$ cat src/rtl/fcd_pkg.sv
package fcd_pkg;
  localparam int CMD_AW = 11;
  localparam logic [CMD_AW-1:0] ADR_KEY1 = 11'h555;
  localparam logic [CMD_AW-1:0] ADR_KEY2 = 11'h2AA;

  localparam logic [7:0] D_KEY1 = 8'hAA;
  localparam logic [7:0] D_KEY2 = 8'h55;
  localparam logic [7:0] D_IDENT = 8'h90;
  localparam logic [7:0] D_PROG = 8'hA0;
  localparam logic [7:0] D_FAST = 8'h20;
  localparam logic [7:0] D_ERASE = 8'h80;
  localparam logic [7:0] D_CHIP = 8'h10;
  localparam logic [7:0] D_BLOCK = 8'h30;
  localparam logic [7:0] D_RESET = 8'hF0;
  localparam logic [7:0] D_SUSP = 8'hB0;
  localparam logic [7:0] D_FEXIT = 8'h00;

  typedef enum logic [3:0] {
    M_READ = 4'd0, M_IDENT = 4'd1, M_FAST = 4'd2, M_SUSP = 4'd3, M_WIN = 4'd4,
    M_PROG = 4'd5, M_CHIP = 4'd6, M_BERASE = 4'd7, M_ERR = 4'd8
  } mode_t;

  typedef enum logic [1:0] {SRC_ARRAY = 2'd0, SRC_IDENT = 2'd1, SRC_STATUS = 2'd2} src_t;

  typedef enum logic [3:0] {
    C_IDLE, C_K1, C_K2, C_PDATA, C_E1, C_E2, C_E3, C_FPDATA, C_FEXIT
  } step_t;

  function automatic logic cmd_hit(logic [CMD_AW-1:0] a, logic [7:0] d,
                                   logic [CMD_AW-1:0] ea, logic [7:0] ed);
    return (a == ea) && (d == ed);
  endfunction

  function automatic logic [7:0] ident_byte(logic [1:0] sel, logic prot,
                                            logic [7:0] mfr, logic [7:0] dev);
    case (sel)
      2'b00: return mfr;
      2'b01: return dev;
      2'b10: return {7'd0, prot};
      default: return 8'h00;
    endcase
  endfunction
endpackage

$ cat src/rtl/fcd_win_timer.sv
module fcd_win_timer #(
  parameter int WIN_CYC = 64,
  localparam int CW = $clog2(WIN_CYC + 1)
) (
  input  logic clk,
  input  logic rst_n,
  input  logic run,
  input  logic win_wr,
  output logic expire
);
  logic [CW-1:0] cnt_q;
  localparam logic [CW-1:0] LIM = CW'(WIN_CYC - 1);

  always_ff @(posedge clk or negedge rst_n) begin
    if (!rst_n) cnt_q <= '0;
    else if (!run || win_wr) cnt_q <= '0;
    else if (cnt_q != LIM) cnt_q <= cnt_q + 1'b1;
  end

  assign expire = run && !win_wr && (cnt_q == LIM);
endmodule

$ cat src/rtl/fcd_seq.sv
module fcd_seq import fcd_pkg::*; #(
  parameter int ADDR_W = 19,
  parameter int BLK_W = 3,
  localparam int NBLK = 1 << BLK_W
) (
  input  logic              clk,
  input  logic              rst_n,
  input  logic              wr_stb,
  input  logic [ADDR_W-1:0] wr_addr,
  input  logic [7:0]        wr_data,
  input  logic [NBLK-1:0]   prot_mask,
  input  logic              eng_done,
  input  logic              eng_err,
  input  logic              win_expire,
  output mode_t             mode,
  output logic              win_wr,
  output logic              start_prog,
  output logic              start_chip,
  output logic              start_blk,
  output logic              susp_req,
  output logic              resume_req,
  output logic              abort_req,
  output logic [ADDR_W-1:0] prog_addr,
  output logic [7:0]        prog_data,
  output logic [NBLK-1:0]   erase_blks
);
  mode_t mode_q, mode_n, home_q, home_n;
  step_t step_q, step_n;
  logic started_q, started_n;
  logic [NBLK-1:0] blk_q, blk_n, wr_onehot;
  logic [ADDR_W-1:0] paddr_q, paddr_n;
  logic [7:0] pdata_q, pdata_n;
  logic [5:0] pulse_q, pulse_n;  // prog, chip, blk, susp, resume, abort
  logic [CMD_AW-1:0] a11;
  logic [BLK_W-1:0] wblk;
  logic drop_prog, is_reset;

  assign a11 = wr_addr[CMD_AW-1:0];
  assign wblk = wr_addr[ADDR_W-1 -: BLK_W];
  assign drop_prog = prot_mask[wblk] || ((home_q == M_SUSP) && blk_q[wblk]);
  assign is_reset = (wr_data == D_RESET);
  assign win_wr = (mode_q == M_WIN) && wr_stb;

  always_comb begin
    wr_onehot = '0;
    wr_onehot[wblk] = 1'b1;
  end

  always_comb begin
    mode_n = mode_q;
    home_n = home_q;
    step_n = step_q;
    started_n = started_q;
    blk_n = blk_q;
    paddr_n = paddr_q;
    pdata_n = pdata_q;
    pulse_n = '0;
    case (mode_q)
      M_PROG, M_CHIP: begin
        if (eng_done) begin
          mode_n = eng_err ? M_ERR : home_q;
          step_n = C_IDLE;
        end
      end
      M_BERASE: begin
        if (eng_done) begin
          mode_n = eng_err ? M_ERR : M_READ;
          home_n = M_READ;
          blk_n = '0;
          started_n = 1'b0;
        end else if (wr_stb && wr_data == D_SUSP) begin
          pulse_n[3] = 1'b1;
          mode_n = M_SUSP;
          home_n = M_SUSP;
        end else if (wr_stb && is_reset) begin
          pulse_n[5] = 1'b1;
          mode_n = M_READ;
          home_n = M_READ;
          blk_n = '0;
          started_n = 1'b0;
        end
        step_n = C_IDLE;
      end
      M_WIN: begin
        if (wr_stb) begin
          if (wr_data == D_BLOCK) begin
            blk_n = blk_q | wr_onehot;
          end else if (wr_data == D_SUSP) begin
            mode_n = M_SUSP;
            home_n = M_SUSP;
          end else begin
            mode_n = M_READ;
            home_n = M_READ;
            blk_n = '0;
          end
        end else if (win_expire) begin
          pulse_n[2] = 1'b1;
          mode_n = M_BERASE;
          started_n = 1'b1;
        end
        step_n = C_IDLE;
      end
      M_ERR: begin
        if (wr_stb && is_reset) mode_n = home_q;
        step_n = C_IDLE;
      end
      M_FAST: begin
        if (wr_stb) begin
          step_n = C_IDLE;
          case (step_q)
            C_FPDATA: begin
              if (!drop_prog) begin
                pulse_n[0] = 1'b1;
                paddr_n = wr_addr;
                pdata_n = wr_data;
                mode_n = M_PROG;
              end
            end
            C_FEXIT: begin
              if (wr_data == D_FEXIT) begin
                mode_n = M_READ;
                home_n = M_READ;
              end
            end
            default: begin
              if (wr_data == D_PROG) step_n = C_FPDATA;
              else if (wr_data == D_IDENT) step_n = C_FEXIT;
            end
          endcase
        end
      end
      default: begin  // read, identify, suspended
        if (wr_stb) begin
          step_n = C_IDLE;
          mode_n = home_q;  // a break in the sequence lands here
          if (step_q == C_PDATA) begin
            if (!drop_prog) begin
              pulse_n[0] = 1'b1;
              paddr_n = wr_addr;
              pdata_n = wr_data;
              mode_n = M_PROG;
            end
          end else if (is_reset) begin
            mode_n = home_q;
          end else begin
            case (step_q)
              C_IDLE: begin
                if (cmd_hit(a11, wr_data, ADR_KEY1, D_KEY1)) begin
                  step_n = C_K1;
                  mode_n = mode_q;
                end else if (mode_q == M_SUSP && wr_data == D_BLOCK) begin
                  if (started_q) pulse_n[4] = 1'b1;
                  else pulse_n[2] = 1'b1;
                  mode_n = M_BERASE;
                  home_n = M_READ;
                  started_n = 1'b1;
                end
              end
              C_K1: begin
                if (cmd_hit(a11, wr_data, ADR_KEY2, D_KEY2)) begin
                  step_n = C_K2;
                  mode_n = mode_q;
                end
              end
              C_K2: begin
                if (cmd_hit(a11, wr_data, ADR_KEY1, D_IDENT)) begin
                  mode_n = M_IDENT;
                end else if (cmd_hit(a11, wr_data, ADR_KEY1, D_PROG)) begin
                  step_n = C_PDATA;
                  mode_n = mode_q;
                end else if (cmd_hit(a11, wr_data, ADR_KEY1, D_FAST) && home_q == M_READ) begin
                  mode_n = M_FAST;
                  home_n = M_FAST;
                end else if (cmd_hit(a11, wr_data, ADR_KEY1, D_ERASE) && home_q == M_READ) begin
                  step_n = C_E1;
                  mode_n = mode_q;
                end
              end
              C_E1: begin
                if (cmd_hit(a11, wr_data, ADR_KEY1, D_KEY1)) begin
                  step_n = C_E2;
                  mode_n = mode_q;
                end
              end
              C_E2: begin
                if (cmd_hit(a11, wr_data, ADR_KEY2, D_KEY2)) begin
                  step_n = C_E3;
                  mode_n = mode_q;
                end
              end
              C_E3: begin
                if (cmd_hit(a11, wr_data, ADR_KEY1, D_CHIP)) begin
                  pulse_n[1] = 1'b1;
                  mode_n = M_CHIP;
                  home_n = M_READ;
                end else if (wr_data == D_BLOCK) begin
                  blk_n = wr_onehot;
                  started_n = 1'b0;
                  mode_n = M_WIN;
                  home_n = M_READ;
                end
              end
              default: ;
            endcase
          end
        end
      end
    endcase
  end

  always_ff @(posedge clk or negedge rst_n) begin
    if (!rst_n) begin
      mode_q <= M_READ;
      home_q <= M_READ;
      step_q <= C_IDLE;
      started_q <= 1'b0;
      blk_q <= '0;
      paddr_q <= '0;
      pdata_q <= '0;
      pulse_q <= '0;
    end else begin
      mode_q <= mode_n;
      home_q <= home_n;
      step_q <= step_n;
      started_q <= started_n;
      blk_q <= blk_n;
      paddr_q <= paddr_n;
      pdata_q <= pdata_n;
      pulse_q <= pulse_n;
    end
  end

  assign mode = mode_q;
  assign start_prog = pulse_q[0];
  assign start_chip = pulse_q[1];
  assign start_blk = pulse_q[2];
  assign susp_req = pulse_q[3];
  assign resume_req = pulse_q[4];
  assign abort_req = pulse_q[5];
  assign prog_addr = paddr_q;
  assign prog_data = pdata_q;
  assign erase_blks = blk_q;
endmodule

$ cat src/rtl/fcd_rdsel.sv
module fcd_rdsel import fcd_pkg::*; #(
  parameter int BLK_W = 3,
  parameter logic [7:0] MFR_ID = 8'h20,
  parameter logic [7:0] DEV_ID = 8'hE3,
  localparam int NBLK = 1 << BLK_W
) (
  input  mode_t            mode,
  input  logic [1:0]       rd_sel,
  input  logic [BLK_W-1:0] rd_blk,
  input  logic [NBLK-1:0]  prot_mask,
  input  logic [NBLK-1:0]  erase_blks,
  output src_t             rd_src,
  output logic [7:0]       rd_id
);
  always_comb begin
    rd_src = SRC_STATUS;
    rd_id = 8'h00;
    case (mode)
      M_READ, M_FAST: rd_src = SRC_ARRAY;
      M_IDENT: begin
        rd_src = SRC_IDENT;
        rd_id = ident_byte(rd_sel, prot_mask[rd_blk], MFR_ID, DEV_ID);
      end
      M_SUSP: rd_src = erase_blks[rd_blk] ? SRC_STATUS : SRC_ARRAY;
      default: rd_src = SRC_STATUS;
    endcase
  end
endmodule

$ cat src/rtl/flash_cmd_decoder.sv
module flash_cmd_decoder import fcd_pkg::*; #(
  parameter int ADDR_W = 19,
  parameter int BLK_W = 3,
  parameter int WIN_CYC = 64,
  parameter logic [7:0] MFR_ID = 8'h20,
  parameter logic [7:0] DEV_ID = 8'hE3,
  localparam int NBLK = 1 << BLK_W
) (
  input  logic              clk,
  input  logic              rst_n,
  input  logic              wr_stb,
  input  logic [ADDR_W-1:0] wr_addr,
  input  logic [7:0]        wr_data,
  input  logic [ADDR_W-1:0] rd_addr,
  input  logic [NBLK-1:0]   prot_mask,
  input  logic              eng_done,
  input  logic              eng_err,
  output logic [3:0]        mode,
  output logic [1:0]        rd_src,
  output logic [7:0]        rd_id,
  output logic              start_prog,
  output logic              start_chip,
  output logic              start_blk,
  output logic              susp_req,
  output logic              resume_req,
  output logic              abort_req,
  output logic [ADDR_W-1:0] prog_addr,
  output logic [7:0]        prog_data,
  output logic [NBLK-1:0]   erase_blks
);
  mode_t mode_w;
  src_t src_w;
  logic win_wr, win_expire;

  fcd_seq #(.ADDR_W(ADDR_W), .BLK_W(BLK_W)) u_seq (
    .clk(clk), .rst_n(rst_n), .wr_stb(wr_stb), .wr_addr(wr_addr), .wr_data(wr_data),
    .prot_mask(prot_mask), .eng_done(eng_done), .eng_err(eng_err),
    .win_expire(win_expire), .mode(mode_w), .win_wr(win_wr),
    .start_prog(start_prog), .start_chip(start_chip), .start_blk(start_blk),
    .susp_req(susp_req), .resume_req(resume_req), .abort_req(abort_req),
    .prog_addr(prog_addr), .prog_data(prog_data), .erase_blks(erase_blks)
  );

  fcd_win_timer #(.WIN_CYC(WIN_CYC)) u_win (
    .clk(clk), .rst_n(rst_n), .run(mode_w == M_WIN), .win_wr(win_wr),
    .expire(win_expire)
  );

  fcd_rdsel #(.BLK_W(BLK_W), .MFR_ID(MFR_ID), .DEV_ID(DEV_ID)) u_rd (
    .mode(mode_w), .rd_sel(rd_addr[1:0]), .rd_blk(rd_addr[ADDR_W-1 -: BLK_W]),
    .prot_mask(prot_mask), .erase_blks(erase_blks), .rd_src(src_w), .rd_id(rd_id)
  );

  assign mode = mode_w;
  assign rd_src = src_w;
endmodule

$ cat config.mk
export PLATFORM = sky130hd
export DESIGN_NAME = flash_cmd_decoder
export DESIGN_NICKNAME = d
export VERILOG_FILES = /design/src/rtl/fcd_pkg.sv /design/src/rtl/fcd_win_timer.sv /design/src/rtl/fcd_seq.sv /design/src/rtl/fcd_rdsel.sv /design/src/rtl/flash_cmd_decoder.sv
export SDC_FILE = /design/constraint.sdc
export NUM_CORES = 1
export LEC_CHECK = 0
export BUFFER_PORTS_ARGS = -buffer_cell sky130_fd_sc_hd__buf_2
export CAP_MARGIN = 10
export CORE_MARGIN = 2
export CORE_UTILIZATION = 42
export CTS_CLUSTER_SIZE = 24
export DETAILED_ROUTE_END_ITERATION = 12
export GPL_ROUTABILITY_DRIVEN = 0
export PLACE_DENSITY = 0.64
export SYNTH_ARGS = -nofsm -noshare
export SYNTH_HDL_FRONTEND = slang
export SYNTH_SLANG_ARGS = --single-unit
$ cat constraint.sdc
create_clock -name clk -period 3.75 [get_ports clk]
set_input_delay 0.9375 -clock clk [delete_from_list [all_inputs] [get_ports clk]]
set_output_delay 0.9375 -clock clk [all_outputs]
set_load 0.02 [all_outputs]
### Word-level counts from Yosys, hierarchy flattened

Index checks and enable logic that the tools add are counted.

| storage, ports and cells | value |
|---|---|
| bits in registers | 61 |
| input port bits | 59 |
| memories | 0 |
| memory bits (read-only) | 0 |
| latch bits | 0 |
| bits in writable memories | 0 |
| output and inout port bits | 55 |

| operators by class | value |
|---|---|
| add/sub/neg operators | 1 |
| order comparisons | 3 |
| multipliers | 0 |
| eq/ne operators | 72 |
| multiplexer cells | 153 |
| bitwise operators | 4 |
| divide/modulo/power cells | 0 |
| shift-type cells | 0 |
| reductions and logical operators | 52 |

Operator list:

| operator | count |
|---|---|
| $mux W4 | 52 |
| $mux W8 | 18 |
| $mux W19 | 5 |
| $pmux W4 S5 | 3 |
| $eq A8 B8 Y1 const B | 6 |
| $pmux W8 S3 | 2 |
| $mux W1 | 46 |
| $pmux W19 S2 | 1 |
| $eq A4 B3 Y1 const B | 8 |
| $ne A9 B5 Y1 const B | 3 |
| $pmux W4 S3 | 2 |
| $ne A3 B3 Y1 const B | 7 |
| $eq A4 B2 Y1 const B | 5 |
| $ne A2 B2 Y1 const B | 9 |
| $logic_and A1 B1 Y1 | 17 |
| $reduce_and A17 Y1 | 1 |
| $eq A8 B6 Y1 const B | 2 |
| $pmux W4 S4 | 1 |
| $pmux W8 S2 | 1 |
| $ne A5 B3 Y1 const B | 3 |
| $reduce_and A15 Y1 | 1 |
| $mux W7 | 2 |
| $reduce_and A13 Y1 | 1 |
| $bmux W1 S3 | 4 |
| other kinds (49) | 85 |

### Longest topological paths before layout

Gate-level depths: netlist of the first run.

| logic depth | value |
|---|---|
| word-level depth | 12 |
| depth in mapped cells | 9 |

### Hierarchy

From an unflattened synthesis of the first run, not the netlist that was laid out.

| second synthesis, totals | value |
|---|---|
| cell total of the unflattened synthesis | 426 |
| area total of the unflattened synthesis | 4021.4 um^2 |

By module, submodules not included:

| module | instances | cells each | sequential area each (um^2) | area each (um^2) |
|---|---|---|---|---|
| fcd_seq | 1 | 363 | 1301.2 | 3405.8 |
| fcd_win_timer | 1 | 36 | 175.2 | 351.6 |
| fcd_rdsel | 1 | 26 | 0.0 | 249.0 |
| flash_cmd_decoder | 1 | 1 | 0.0 | 15.0 |

### Least setup slack after synthesis of the first run

No wires, ideal clock.

| timing | value |
|---|---|
| path type | input-to-reg |
| start | input port wr_data[1] |
| end | register u_seq.mode_q[0] (netlist: u_seq.mode[0]) |
| data required time | 3625 ps |
| arrival | 3216 ps |
| setup slack | 409 ps |
| buffers on the path | 2 |
| stages | 9 |
| setup time | 125 ps |
| path through | or4_4 > buf_6 > or2_1 > buf_6 > or4b_4 > o31ai_2 > nand2_1 > o2111ai_4 > mux2_4 |

| between the ends | value |
|---|---|
| cells in the longest elaborated chain, start to end | 11 |
| elaborated cells on any way between the ends | 50 |
| classes of those cells | 19 x eq/ne; 17 x mux; 14 x reduce/logical |

RTL lines:

| what | RTL line | RTL |
|---|---|---|
| start: declaration | flash_cmd_decoder.sv:13 | `input logic [7:0] wr_data,` |
| $eq A8 B6 Y1 | fcd_pkg.sv:31 | `return (a == ea) && (d == ed);` |
| $logic_and A1 B1 Y1 | fcd_pkg.sv:31 |  |
| $logic_and A1 B1 Y1 | fcd_seq.sv:171 | `end else if (cmd_hit(a11, wr_data, ADR_KEY1, D_FAST) && home_q == M_READ) begin` |
| $mux W4 | fcd_seq.sv:171 |  |
| $mux W4 | fcd_seq.sv:168 | `end else if (cmd_hit(a11, wr_data, ADR_KEY1, D_PROG)) begin` |
| $mux W4 | fcd_seq.sv:166 | `if (cmd_hit(a11, wr_data, ADR_KEY1, D_IDENT)) begin` |
| $pmux W4 S5 | fcd_seq.sv:146 | `case (step_q)` |
| $mux W4 | fcd_seq.sv:143 | `end else if (is_reset) begin` |
| $mux W4 | fcd_seq.sv:136 | `if (step_q == C_PDATA) begin` |
| $mux W4 | fcd_seq.sv:133 | `if (wr_stb) begin` |
| $pmux W4 S5 | fcd_seq.sv:58 | `case (mode_q)` |
| end signal: assignment | fcd_seq.sv:222 | `mode_q <= mode_n;` |
| end: declaration | fcd_seq.sv:27 | `mode_t mode_q, mode_n, home_q, home_n;` |

Several ways; a longest one is shown, not always the timed one. The select of a mux whose other input is x is not followed.
A chain may end at the register's enable or synchronous reset.

### Worst setup path in the final report of the first run

| timing | value |
|---|---|
| start | input port wr_data[1] |
| end | register u_seq.started_q |

| between the ends | value |
|---|---|
| cells in the longest elaborated chain, start to end | 4 |
| elaborated cells on any way between the ends | 18 |
| classes of those cells | 12 x eq/ne; 6 x reduce/logical |

RTL lines:

| what | RTL line | RTL |
|---|---|---|
| $eq A8 B5 Y1 (tied with other cells) | fcd_pkg.sv:31 |  |
| $logic_and A1 B1 Y1, on equally long branches | - |  |
| $ne A4 B3 Y1 (no line) (tied with other cells) | - |  |
| $reduce_and A13 Y1 (no line) * | - |  |
| end signal: assignment | fcd_seq.sv:225 | `started_q <= started_n;` |
| end: declaration | fcd_seq.sv:29 | `logic started_q, started_n;` |

Every way passes the cells marked *; elsewhere a longest branch is shown, timed or not.

==> impl_metrics.yaml, run 1 <==
setup_path:
  r2r_cells: 7
  r2r_end: "u_seq.started_q"
  rrSetupSlack_ns: 1.04
  worstSetupStartpointType: "input port"
  path_class: "in -> reg"
  worstPathMaxFanout: 9
  worstReg2RegStart: "u_seq.mode[2]"
  end_kind: "register"
  critPathRequiredTime_ns: 4.01
  arrival_ns: 3.42
finish:
  area_growth_pct: 20.8
  drive_gt1_share_pct: 36.3
  nets: 544
  diodes: 0
  utilization_pct: 52.4
  final_area_um2: 4570
  stdcell_count: 596
detailed_routing:
  post_drt_wl_per_cell_um: 17.0
  drt-total-wl_um: 10200
  drt-initial-drc-count: 309
  antenna_left: 0
  vias: 3518
  drc: 0
  first_pass_iters: 7
  vias_per_cell: 5.90
sta:
  setup_viol: 0
  drv_slew: 0
  hold_violations: 0
  skew_ns: 0.0129
  timing.fmax_mhz: 317
  fin_crit_ns: 3.16
  grt_setup_unrepaired: "no"
  setup_tns_ns: 0
  maxSlewHeadroom_pct: 42.4
  period_share_pct: 84.3
  tightest_slew_ns: 0.863
synthesis:
  synth.distinct_cells: 71
  ys.flop_type: "dfrtp_1"
  syn-cell-area_um2: 3780
  synth-async-reset-ratio_pct: 100
  synth_top_area_share_pct: 39.0
  avgSynthCellArea_um2: 9.66
  ys_seq_area_share_pct: 39.0
  synth_seq_cells: 59
  ys_top_cells_by_count: "59 x dfrtp_1, 37 x nand2_1, 30 x mux2_2"
  synth_area_leaders: "dfrtp_1 39%, mux2_2 8.9%, nand2_1 3.7%, mux4_2 3.6%, nor2_1 2.9%"
  ys_warn_count: 0
  syn_inst: 392
  synth.most_common_cell: "dfrtp_1"
  synth-edff-count: 0
  yosysTopAreaCell: "dfrtp_1"
placement:
  dp_hpwl_um: 7520
  dpl.cell_count: 581
  port-buffer-count: 96
  postPlaceCellArea_um2: 4350
run:
  drv_cap: 0
die:
  die_w_um: 98.9
  initial_core_util_pct: 43.4
  ioPinCount: 114
  core-area_um2: 8720
  fp.dieH_um: 98.9
  rows: 34
  die_area_um2: 9790
global_route:
  grt_pass1_vias: 3308
  gr-usage-all-layers_pct: 20.9
  grt_pass1_wl_um: 16600
  grt.overflow.total: 0
  grt_max_degree: 40
  antenna_found_initial: 0
clock_tree:
  cts_sinks: 59
  cts_buffers: 9
  htree_levels: 3
  cts_tree: "done"
  clk-insertion-delay-late_ns: 0.34
  cts_buffer_depth: 2
  cts_resized: 0
  clkTransAtPathRegs_ns: 0.06
  post-cts-setup-buffers: 0
  hold_buffers: 0
  root_buffer: "clkbuf_8"
status:
  run_status: "finished, final reports clean"
power:
  power_mw: 3.08
  ir_worst_vdd_mv: 0.387
  cellPowerDensity_nw_per_um2: 675
  p_leak_nw: 2.15
worst_hold_path:
  hold_start: "u_seq.prog_addr[11]"
  hold_class: "reg -> reg"
  hold_path_depth: 1
  whs_endpoint: "u_seq.prog_addr[11]"
flip-flops by register name (all words and copies together), names as in the netlist:
signal / cells
u_seq.erase_blks: 8
u_seq.home_q: 2
u_seq.mode: 4
u_seq.prog_addr: 19
u_seq.prog_data: 8
u_seq.pulse_q: 6
u_seq.started_q: 1
u_seq.step_q: 4
u_win.cnt_q: 7
layer usage:
| layer | GRT usage, % | part of all wire [%] | vias up |
|---|---|---|---|
| met3 | 5.53 | 9.2 | 24 |
| li1 | - | - | 1643 |
| met5 | 0 | 0 | - |
| met4 | 6.95 | 2.0 | 0 |
| met1 | 30.3 | 45 | 1670 |
| met2 | 30.2 | 44 | 181 |
worst max path at each step:
stage | start | end | slack (ns) | cells past startpoint
floorplan | wr_data[1] | u_seq.mode[0] | 0.41 | 9
global placement | wr_data[1] | u_seq.mode[2] | 0.34 | 8
detailed placement | wr_data[1] | u_seq.mode[2] | 0.31 | 8
CTS | wr_data[1] | u_seq.home_q[0] | 0.66 | 8
global route | wr_data[1] | u_seq.home_q[0] | 0.48 | 8
finish | wr_data[1] | u_seq.started_q | 0.59 | 8
metrics by stage:
step / setup slack [ns] / hold slack (ns)
after detailed placement: 0.306 / 0.487
after CTS: 0.664 / 0.502
final: 0.590 / 0.497
after floorplan: 0.409 / 0.491
after global placement: 0.337 / 0.483
after global routing: 0.482 / 0.508
where the power goes:
| group | leakage, nW | total, mW | internal, mW | switching (mW) |
|---|---|---|---|---|
| Sequential | 0.786 | 1.01 | 0.818 | 0.191 |
| Combinational | 1.26 | 1.42 | 0.592 | 0.828 |
| Clock | 0.102 | 0.654 | 0.389 | 0.265 |
layout make-up:
type                    instances  area (um^2)
flip-flops and latches         59         1480
clock inverters                 4         75.1
fillers                       817         4150
multi-input cells             295         2130
repair buffers                108          571
clock buffers                  11          141
inverters                      11         41.3
well taps                     108          135
critical path, stage by stage:
cell and delay (ns):
buf_2 0.12, or4_4 0.60, nor4_2 0.31, nor2_1 0.09, o311ai_0 0.54, nor4b_1 0.54
a21oi_1 0.13, a21oi_1 0.13
cells by family (layout without fill, tap and decap cells):
kind of cell	after synthesis	in the layout	share of synthesized area, %
AO/OA/AOI/OAI	86	86	16.4
XOR/XNOR	6	6	1.39
adder cells (fa/ha/maj)	1	1	0.331
buffers and inverters	40	134	4.89
flip-flops	59	59	39.0
multiplexers	44	44	14.9
other	1	3	0.0991
AND/OR/NAND/NOR	155	155	23.0
placed cells by master, fill, tap and decap left out, types with 6 or more instances in the layout:
cell type  synthesis  layout
buf_2              1      96
dfrtp_1           59      59
nand2_1           37      37
mux2_2            30      30
nor2_1            29      29
a21oi_1           21      21
o21ai_0           14      14
nor3_1            13      13
buf_4              5      12
inv_1             11      11
clkbuf_8           0      10
nand2b_1           9       9
nor2b_1            7       7
and3_1             7       7
nand4_1            7       7
mux4_2             6       6
mux2i_1            6       6
a211oi_1           6       6
or2_2              6       6
Note: power is estimated with default switching activity, not from simulation.
==> run 2, diff against run 1 <==
--- a/config.mk
+++ b/config.mk
@@ -12,7 +12,7 @@
 export CTS_CLUSTER_SIZE = 24
 export DETAILED_ROUTE_END_ITERATION = 12
 export GPL_ROUTABILITY_DRIVEN = 0
-export PLACE_DENSITY = 0.64
+export PLACE_DENSITY = 0.67
 export SYNTH_ARGS = -nofsm -noshare
 export SYNTH_HDL_FRONTEND = slang
 export SYNTH_SLANG_ARGS = --single-unit
==> constraint.sdc (replaced) <==
create_clock -name clk -period 2.7 [get_ports clk]
set_input_delay 0.675 -clock clk [delete_from_list [all_inputs] [get_ports clk]]
set_output_delay 0.675 -clock clk [all_outputs]
set_load 0.02 [all_outputs]
==> impl_metrics.yaml, run 2 (same netlist as run 1, synthesis figures left out) <==
sta:
  tightest_slew_ns: 0.648
  drv_slew: 0
  setup_viol: 0
  fin_crit_ns: 2.66
  timing.fmax_mhz: 376
  maxSlewHeadroom_pct: 56.8
  holdWs_ns: 0.364
  hold_violations: 0
  period_share_pct: 98.5
  skew_ns: 0.0159
setup_path:
  cp.buffers_inverters: 2
  critPathTopFamily: "simple AND/OR/NAND/NOR gates"
  cp_slowest_cell: "or4_4"
  worstPathMaxFanout: 5
  critPathRequiredTime_ns: 2.94
  path_cells: "buf_2 -> or4_4 -> or2_1 -> or4b_4 -> buf_4 -> or2_2 -> nand3_1 -> nand2_1 -> a21oi_1"
  arrival_ns: 2.90
  cp.depth: 9
  worstSetupStartpointType: "input port"
  slowest_delay_ns: 0.59
  r2r_cells: 7
  end_kind: "register"
  path_class: "in -> reg"
global_route:
  gr-usage-all-layers_pct: 22.7
  grt_pass1_vias: 3576
  grt_max_degree: 37
  grt_pass1_wl_um: 17800
  antenna_found_initial: 0
  grt.overflow.total: 0
status:
  run_status: "finished, final reports clean"
die:
  die_w_um: 98.9
  initial_core_util_pct: 43.4
  die_area_um2: 9790
  fp.dieH_um: 98.9
  core-area_um2: 8720
  rows: 34
  ioPinCount: 114
detailed_routing:
  first_pass_iters: 6
  antenna_left: 0
  drt-initial-drc-count: 279
  vias: 3729
  post_drt_wl_per_cell_um: 17.1
  vias_per_cell: 5.82
  drc: 0
  drt-total-wl_um: 11000
finish:
  nets: 589
  utilization_pct: 57.3
  diodes: 0
  drive_gt1_share_pct: 43.7
  fillers: 770
  layout_commonest_cell: "buf_2"
  regArea_um2: 1480
  most-common-layout-cells: "96 x buf_2, 58 x dfrtp_1, 55 x buf_4"
  area_growth_pct: 32.0
  largest_reg_flops: 19
  multiInputGateArea_um2: 2210
clock_tree:
  hold_buffers: 0
  root_buffer: "clkbuf_8"
  clkTransAtPathRegs_ns: 0.08
  cts_buffer_depth: 2
  htree_levels: 3
  clk-insertion-delay-late_ns: 0.34
  cts_sinks: 59
  cts_tree: "done"
  cts_buffers: 9
run:
  drv_cap: 0
placement:
  dp_hpwl_um: 8290
  port-buffer-count: 96
power:
  cellPowerDensity_nw_per_um2: 904
  p_leak_nw: 2.39
  ir_worst_vdd_mv: 0.623
worst_hold_path:
  hold_class: "in -> async"
==> run 2: cell types whose count changed in the layout (fill, tap and decap cells not counted), moves of 2 or more <==
cell	before	now
a211oi_1	6	4
buf_12	0	2
nor3_1	13	11
buf_4	12	55
a211oi_2	0	2
nor3_2	0	2
==> run 2: layout make-up <==
type	count	share of cell area [%]
well taps	108	2.70
flip-flops and latches	59	29.6
clock inverters	4	1.00
repair buffers	153	18.7
inverters	11	0.826
clock buffers	11	3.03
multi-input cells	295	44.2
==> run 2: stage by stage <==
step / setup WS, ns / setup TNS, ns / cells / area [um^2] / total power [mW]
finish: 0.0413 / 0 / 641 / 5000 / 4.52
global route: -0.00551 / -0.00647 / 641 / 5000 / 4.80
CTS: 0.0122 / 0 / 640 / 4950 / 4.46
detailed placement: -0.382 / -4.23 / 625 / 4750 / 3.60
global placement: -0.337 / -3.75 / 625 / 4750 / 3.55
floorplan: -0.292 / -1.29 / 394 / 3860 / 2.77
==> run 2: worst register-to-register path, delay by kind of cell, from the launching register on <==
kind	cells	cell delay, ns
flops	1	0.52
mux	1	0.29
simple gates	3	0.81
compound gates	3	0.79
==> run 2: power breakdown <==
part / leakage, nW / switching [mW] / internal [mW] / total (mW)
registers: 0.785 / 0.251 / 1.14 / 1.39
logic: 1.51 / 1.25 / 1.03 / 2.28
clock network: 0.0974 / 0.375 / 0.470 / 0.845
==> run 2: timing repair <==
item	4_1_cts	5_1_grt
endpoints found under the setup margin	1	16
setup buffers	0	1
pin swaps	0	6
hold endpoints to repair	0	0
gates resized for setup	1	9
==> run 2: layer usage <==
metal / GRT usage [%] / wire length (um)
met5: 0 / 0
met4: 7.80 / 168
met3: 4.89 / 810
met2: 36.1 / 5290
met1: 30.6 / 4690
==> run 2: worst paths after layout <==
kind	start	to	slack, ns
setup / recovery	wr_data[2]	u_seq.step_q[2]	0.04
hold / removal	rst_n	u_seq.erase_blks[0]	0.36
setup reg to reg	u_seq.mode[2]	u_seq.mode[0]	0.18
hold reg to reg	u_seq.prog_addr[16]	u_seq.prog_addr[16]	0.50
max in group asynchronous	rst_n	u_seq.prog_addr[17]	1.73
min in group clk	u_seq.prog_addr[16]	u_seq.prog_addr[16]	0.50
